===== config.mk =====
export PLATFORM = sky130hd
export DESIGN_NAME = rx_msg_fifo
export DESIGN_NICKNAME = d
export VERILOG_FILES = /design/src/rtl/rxf_pkg.sv /design/src/rtl/rxf_store.sv /design/src/rtl/rxf_ctrl.sv /design/src/rtl/rxf_flags.sv /design/src/rtl/rx_msg_fifo.sv
export SDC_FILE = /design/constraint.sdc
export NUM_CORES = 1
export LEC_CHECK = 0
export ABC_AREA = 1
export BUFFER_PORTS_ARGS = -buffer_cell sky130_fd_sc_hd__buf_2
export CORE_MARGIN = 2
export CORE_UTILIZATION = 45
export CTS_CLUSTER_SIZE = 8
export DETAILED_ROUTE_END_ITERATION = 10
export MAX_ROUTING_LAYER = met4
export PLACE_DENSITY_LB_ADDON = 0.3
export SYNTH_ARGS = -nofsm -noshare
export SYNTH_HDL_FRONTEND = slang
export SYNTH_SLANG_ARGS = --single-unit

===== constraint.sdc =====
create_clock -name clk -period 2.9 [get_ports clk]
set_input_delay 0.29 -clock clk [delete_from_list [all_inputs] [get_ports clk]]
set_output_delay 0.29 -clock clk [all_outputs]
set_load 0.1 [all_outputs]

===== src/rtl/rxf_pkg.sv =====
package rxf_pkg;
  localparam int FLG_W    = 3;
  localparam int FLG_NEW  = 0;
  localparam int FLG_WM   = 1;
  localparam int FLG_LOST = 2;
endpackage


===== src/rtl/rxf_store.sv =====
module rxf_store #(
  parameter int DATA_W = 16,
  parameter int DEPTH  = 8,
  parameter int IDX_W  = $clog2(DEPTH)
) (
  input  logic              clk,
  input  logic              wr_en,
  input  logic [IDX_W-1:0]  wr_idx,
  input  logic [DATA_W-1:0] wr_data,
  input  logic [IDX_W-1:0]  rd_idx,
  output logic [DATA_W-1:0] rd_data
);
  logic [DATA_W-1:0] mem [DEPTH];

  always_ff @(posedge clk) begin
    if (wr_en) mem[wr_idx] <= wr_data;
    rd_data <= mem[rd_idx];
  end
endmodule


===== src/rtl/rxf_ctrl.sv =====
module rxf_ctrl #(
  parameter int DEPTH = 8,
  parameter int IDX_W = $clog2(DEPTH),
  parameter int CNT_W = $clog2(DEPTH + 1)
) (
  input  logic             clk,
  input  logic             rst,
  input  logic             push,
  input  logic             ack,
  input  logic             ovw,
  output logic             wr_en,
  output logic             lost_evt,
  output logic [CNT_W-1:0] fill_nxt,
  output logic [IDX_W-1:0] put_q,
  output logic [IDX_W-1:0] get_q,
  output logic [CNT_W-1:0] fill_q,
  output logic             full_q
);
  localparam logic [IDX_W-1:0] LAST  = IDX_W'(DEPTH - 1);
  localparam logic [CNT_W-1:0] FULLC = CNT_W'(DEPTH);

  logic pop, room, store_acc, store_ovw, adv_get;

  always_comb begin
    pop       = ack && (fill_q != '0);
    room      = !full_q || pop;
    store_acc = push && room;
    store_ovw = push && !room && ovw;
    wr_en     = store_acc || store_ovw;
    lost_evt  = push && !room;
    adv_get   = pop || store_ovw;
    fill_nxt  = fill_q + CNT_W'(store_acc) - CNT_W'(pop);
  end

  always_ff @(posedge clk) begin
    if (rst) begin
      put_q  <= '0;
      get_q  <= '0;
      fill_q <= '0;
      full_q <= 1'b0;
    end else begin
      if (wr_en)   put_q <= (put_q == LAST) ? '0 : put_q + 1'b1;
      if (adv_get) get_q <= (get_q == LAST) ? '0 : get_q + 1'b1;
      fill_q <= fill_nxt;
      full_q <= (fill_nxt == FULLC);
    end
  end


  full_matches_fill_chk: assert property (@(posedge clk) disable iff (rst)
    full_q == (fill_q == FULLC));

  ring_consistent_chk: assert property (@(posedge clk) disable iff (rst)
    (32'(put_q) == (32'(get_q) + 32'(fill_q)) % DEPTH));

  empty_ack_ignored_chk: assert property (@(posedge clk) disable iff (rst)
    (ack && !push && fill_q == '0) |=> ($stable(get_q) && fill_q == '0));

  overwrite_keeps_full_chk: assert property (@(posedge clk) disable iff (rst)
    (push && !ack && full_q && ovw) |=> (fill_q == FULLC && get_q != $past(get_q)));

  block_keeps_state_chk: assert property (@(posedge clk) disable iff (rst)
    (push && !ack && full_q && !ovw) |=> ($stable(put_q) && $stable(get_q)));
endmodule


===== src/rtl/rxf_flags.sv =====
module rxf_flags #(
  parameter int CNT_W = 4
) (
  input  logic                     clk,
  input  logic                     rst,
  input  logic                     stored,
  input  logic                     lost_evt,
  input  logic [CNT_W-1:0]         fill_nxt,
  input  logic [CNT_W-1:0]         wm_level,
  input  logic [rxf_pkg::FLG_W-1:0] clr,
  output logic [rxf_pkg::FLG_W-1:0] flags_q
);
  import rxf_pkg::*;

  logic [FLG_W-1:0] set_v;

  always_comb begin
    set_v           = '0;
    set_v[FLG_NEW]  = stored;
    set_v[FLG_WM]   = stored && (wm_level != '0) && (fill_nxt >= wm_level);
    set_v[FLG_LOST] = lost_evt;
  end

  always_ff @(posedge clk) begin
    if (rst) flags_q <= '0;
    else     flags_q <= set_v | (flags_q & ~clr);
  end


  new_needs_store_chk: assert property (@(posedge clk) disable iff (rst)
    $rose(flags_q[FLG_NEW]) |-> $past(stored));

  lost_needs_event_chk: assert property (@(posedge clk) disable iff (rst)
    $rose(flags_q[FLG_LOST]) |-> $past(lost_evt));

  wm_disabled_chk: assert property (@(posedge clk) disable iff (rst)
    (wm_level == '0 && !flags_q[FLG_WM]) |=> !flags_q[FLG_WM]);

  clear_works_chk: assert property (@(posedge clk) disable iff (rst)
    (clr[FLG_LOST] && !lost_evt) |=> !flags_q[FLG_LOST]);
endmodule


===== src/rtl/rx_msg_fifo.sv =====
module rx_msg_fifo #(
  parameter int DATA_W = 16,
  parameter int DEPTH  = 8,
  localparam int IDX_W = $clog2(DEPTH),
  localparam int CNT_W = $clog2(DEPTH + 1)
) (
  input  logic              clk,
  input  logic              rst,
  input  logic              push_valid,
  input  logic [DATA_W-1:0] push_data,
  input  logic              host_ack,
  input  logic              overwrite_mode,
  input  logic [CNT_W-1:0]  wm_level,
  input  logic [2:0]        flag_clr,
  output logic [DATA_W-1:0] rd_data,
  output logic [CNT_W-1:0]  fill_level,
  output logic [IDX_W-1:0]  get_idx,
  output logic [IDX_W-1:0]  put_idx,
  output logic              full,
  output logic              flag_new,
  output logic              flag_wm,
  output logic              flag_lost
);
  import rxf_pkg::*;

  logic             wr_en, lost_evt;
  logic [CNT_W-1:0] fill_nxt;
  logic [FLG_W-1:0] flags;

  rxf_ctrl #(.DEPTH(DEPTH), .IDX_W(IDX_W), .CNT_W(CNT_W)) u_ctrl (
    .clk(clk), .rst(rst), .push(push_valid), .ack(host_ack), .ovw(overwrite_mode),
    .wr_en(wr_en), .lost_evt(lost_evt), .fill_nxt(fill_nxt),
    .put_q(put_idx), .get_q(get_idx), .fill_q(fill_level), .full_q(full)
  );

  rxf_store #(.DATA_W(DATA_W), .DEPTH(DEPTH), .IDX_W(IDX_W)) u_store (
    .clk(clk), .wr_en(wr_en), .wr_idx(put_idx), .wr_data(push_data),
    .rd_idx(get_idx), .rd_data(rd_data)
  );

  rxf_flags #(.CNT_W(CNT_W)) u_flags (
    .clk(clk), .rst(rst), .stored(wr_en), .lost_evt(lost_evt),
    .fill_nxt(fill_nxt), .wm_level(wm_level), .clr(flag_clr), .flags_q(flags)
  );

  assign flag_new  = flags[FLG_NEW];
  assign flag_wm   = flags[FLG_WM];
  assign flag_lost = flags[FLG_LOST];
endmodule


==> results.toml <==
[status]
status = "complete, no violations"

[yosys]
synth_top_area_share_pct = 61.9
synth_cell_types = 28
synth-edff-count = 128
yosys_warnings = 0
synth_ff_type = "edfxtp_1"
yosys-top-cells-count = "128 x edfxtp_1, 100 x nor2_1, 73 x nand2_1, 51 x o21ai_0, 34 x inv_1"
avgSynthCellArea_sq_um = 11.8
syn_inst = 527
synthArstFlopShare_pct = 0
yosys-top-cells-area = "edfxtp_1 62%, dfxtp_1 9.7%, nor2_1 6.0%, nand2_1 4.4%, o21ai_0 4.1%"
yosys.cell_count.top_type = "edfxtp_1"
synth_area_sq_um = 6210
yosysSeqAreaShare_pct = 71.5
yosysTopAreaCell = "edfxtp_1"
synth-seq-cells = 158
syn-num-nets = 569

[timing]
clock-skew-final_ns = 0.00952
slew_viol_final = 0
worst_slack_ns = 0.138
min_period_ns = 2.76
setup_viol = 0
tns_ns = 0
rsz0062_at_grt = "false"
tightest_slew_ns = 1.05
hold_viol_final = 0
slew_headroom_pct = 29.6
fmax_mhz = 362
period_share_pct = 95.2

[critical_path]
cp.buffers_inverters = 9
worstPathArrival_ns = 3.06
worstSetupPathType = "flip-flop to flip-flop"
path_max_fanout = 3
crit_chain = "inv_2, ha_2, nand3_2, nand2_4, inv_1, ha_1, inv_1, ha_2, fa_2, xnor2_2, buf_4, buf_4, buf_4, buf_4, buf_4, buf_4, nand3_1, nor3_1"
worstSetupStartpointType = "flip-flop"
worstSetupEndpointType = "flip-flop"
cp_slowest_cell = "fa_2"
critPathTopFamily = "adder cells"
worstPathRequired_ns = 3.19
slowest_delay_ns = 0.35
cpMostUsedCell = "buf_4"

[power_and_ir_drop]
power_w = 0.00835
p_leak_nw = 2.88
pwr_density_cell_nw_per_um2 = 1130
vdd_drop_max_uv = 531

[clock_network]
htree_levels = 4
path_clk_slew_ns = 0.06
cts_tree = "done"
cts-root-buf = "clkbuf_16"
cts_buffer_depth = 2
numCtsBuffers = 17
clkLatencyLatePin_ns = 0.42
cts_sinks = 158

[floorplan]
die_area_sq_um = 14800
core_sq_um = 13300
start_util_pct = 46.6
dieHeight_microns = 122
row_count = 42
die_x_microns = 122
io_pins = 58

[layout]
nets = 642
final_core_utilization_pct = 55.5
fillers = 1120
syn_to_final_growth_pct = 19.2
drive_above_1_share_pct = 20.2
register_area_sq_um = 4450
multi_input_area_sq_um = 1530

[placement]
post-dp-hpwl_mm = 7.10
io_buffers = 57
place.gp.congestion = 0.804
dpl_worst_slack_ns = 0.0116

[routing]
first_iter_violations = 406
viasPerCell = 5.08
wl_mm = 12.6
num_vias = 4016
drc = 0
drtPass1Iterations = 5
antenna_left = 0
wl_per_cell_microns = 16.0

[grt]
grt_antenna_before_repair = 1
grt_max_degree = 69
grt_pass1_vias = 3915
grt_pass1_wl_mm = 20.0
grt-ovfl-total = 0
grt_use_total_pct = 18.6

[worst_hold_path]
hp-class = "input port to flip-flop"

[run]
drv_cap = 0
[sequential cells by signal, summed over array words and instances (netlist names)]
| register | flops |
|---|---|
| u_ctrl.fill_q | 4 |
| u_ctrl.full_q | 1 |
| u_ctrl.get_q | 3 |
| u_ctrl.put_q | 3 |
| u_flags.flags_q | 3 |
| u_store.mem | 128 |
| u_store.rd_data | 16 |
[worst reg2reg max path: cells and delay by family (launching register included)]
kind                     cells  cell delay, ns
flip-flops                   1            0.34
buffers and inverters        9            0.87
AND/OR/NAND/NOR              4            0.31
XOR/XNOR                     1            0.15
adder cells (fa/ha/maj)      4            0.97
[area by class of cell]
class                           instances  share of cell area (%)
Antenna cell                            1                  0.0338
Inverter                               36                    1.82
Clock inverter                         13                    2.50
Multi-Input combinational cell        311                    20.6
Tap cell                              176                    2.97
Clock buffer                           19                    6.11
Timing Repair Buffer                   76                    5.78
Sequential cell                       158                    60.1
[stage by stage]
stage,cell area (sq um),cells,hold WS (ns)
2_1_floorplan,6220,527,0.389
3_3_place_gp,6690,751,0.454
3_5_place_dp,6690,751,0.460
4_1_cts,7380,789,0.109
5_1_grt,7410,790,0.132
6_report,7410,790,0.127
[layout by cell type, fill, tap and decap left out, types with 3 or more instances in the layout]
master and instances:
a21oi_1 22, a31oi_1 16, buf_2 57, buf_4 19, bufinv_16 4, clkbuf_16 17
clkinvlp_4 3, dfxtp_1 24, dfxtp_2 5, edfxtp_1 128, ha_1 11, inv_1 33
inv_2 3, inv_6 3, nand2_1 73, nand3_1 7, nor2_1 100, o21ai_0 51
o21ai_1 18
[cell families after synthesis]
| kind of cell | synth area share (%) |
|---|---|
| buf+inv | 4.31 |
| simple gates | 11.7 |
| flops | 71.5 |
| fa+ha+maj | 2.94 |
| xor+xnor | 0.282 |
| compound gates | 9.28 |
[metal layers]
metal  share of wire [%]  track usage, %  vias to the layer above  routed length (microns)
li1                    -               -                     1972                        -
met1                  45            23.9                     1939                     5620
met2                  50            29.0                       96                     6250
met3                 5.0            4.51                        9                      627
met4                0.91            6.54                        0                      115
met5                   0               -                        -                        0
[report_power, final]
group	switching (W)	internal [W]	total (W)
clock network	0.000861	0.00149	0.00235
logic	0.00238	0.000776	0.00315
registers	0.0000946	0.00275	0.00285
[path summary, 6_finish.rpt]
| kind | to | startpoint | slack [ns] | depth (start not counted) |
|---|---|---|---|---|
| setup reg to reg | u_ctrl.full_q$_SDFF_PP0_ | u_ctrl.fill_q[2]$_SDFF_PP0_ | 0.14 | 18 |
| hold / removal | u_flags.flags_q[1]$_SDFF_PP0_ | flag_clr[1] | 0.13 | 4 |
| setup / recovery | u_ctrl.full_q$_SDFF_PP0_ | u_ctrl.fill_q[2]$_SDFF_PP0_ | 0.14 | 18 |
| hold reg to reg | u_flags.flags_q[2]$_SDFF_PP0_ | u_flags.flags_q[2]$_SDFF_PP0_ | 0.46 | 2 |
[timing repair]
action	in CTS	in global routing
pin swaps	2	1
hold buffers	0	0
gates resized for setup	1	6
buffers inserted	6	0
endpoints found under the setup margin	1	3
Note: power is estimated with default switching activity, not from simulation.
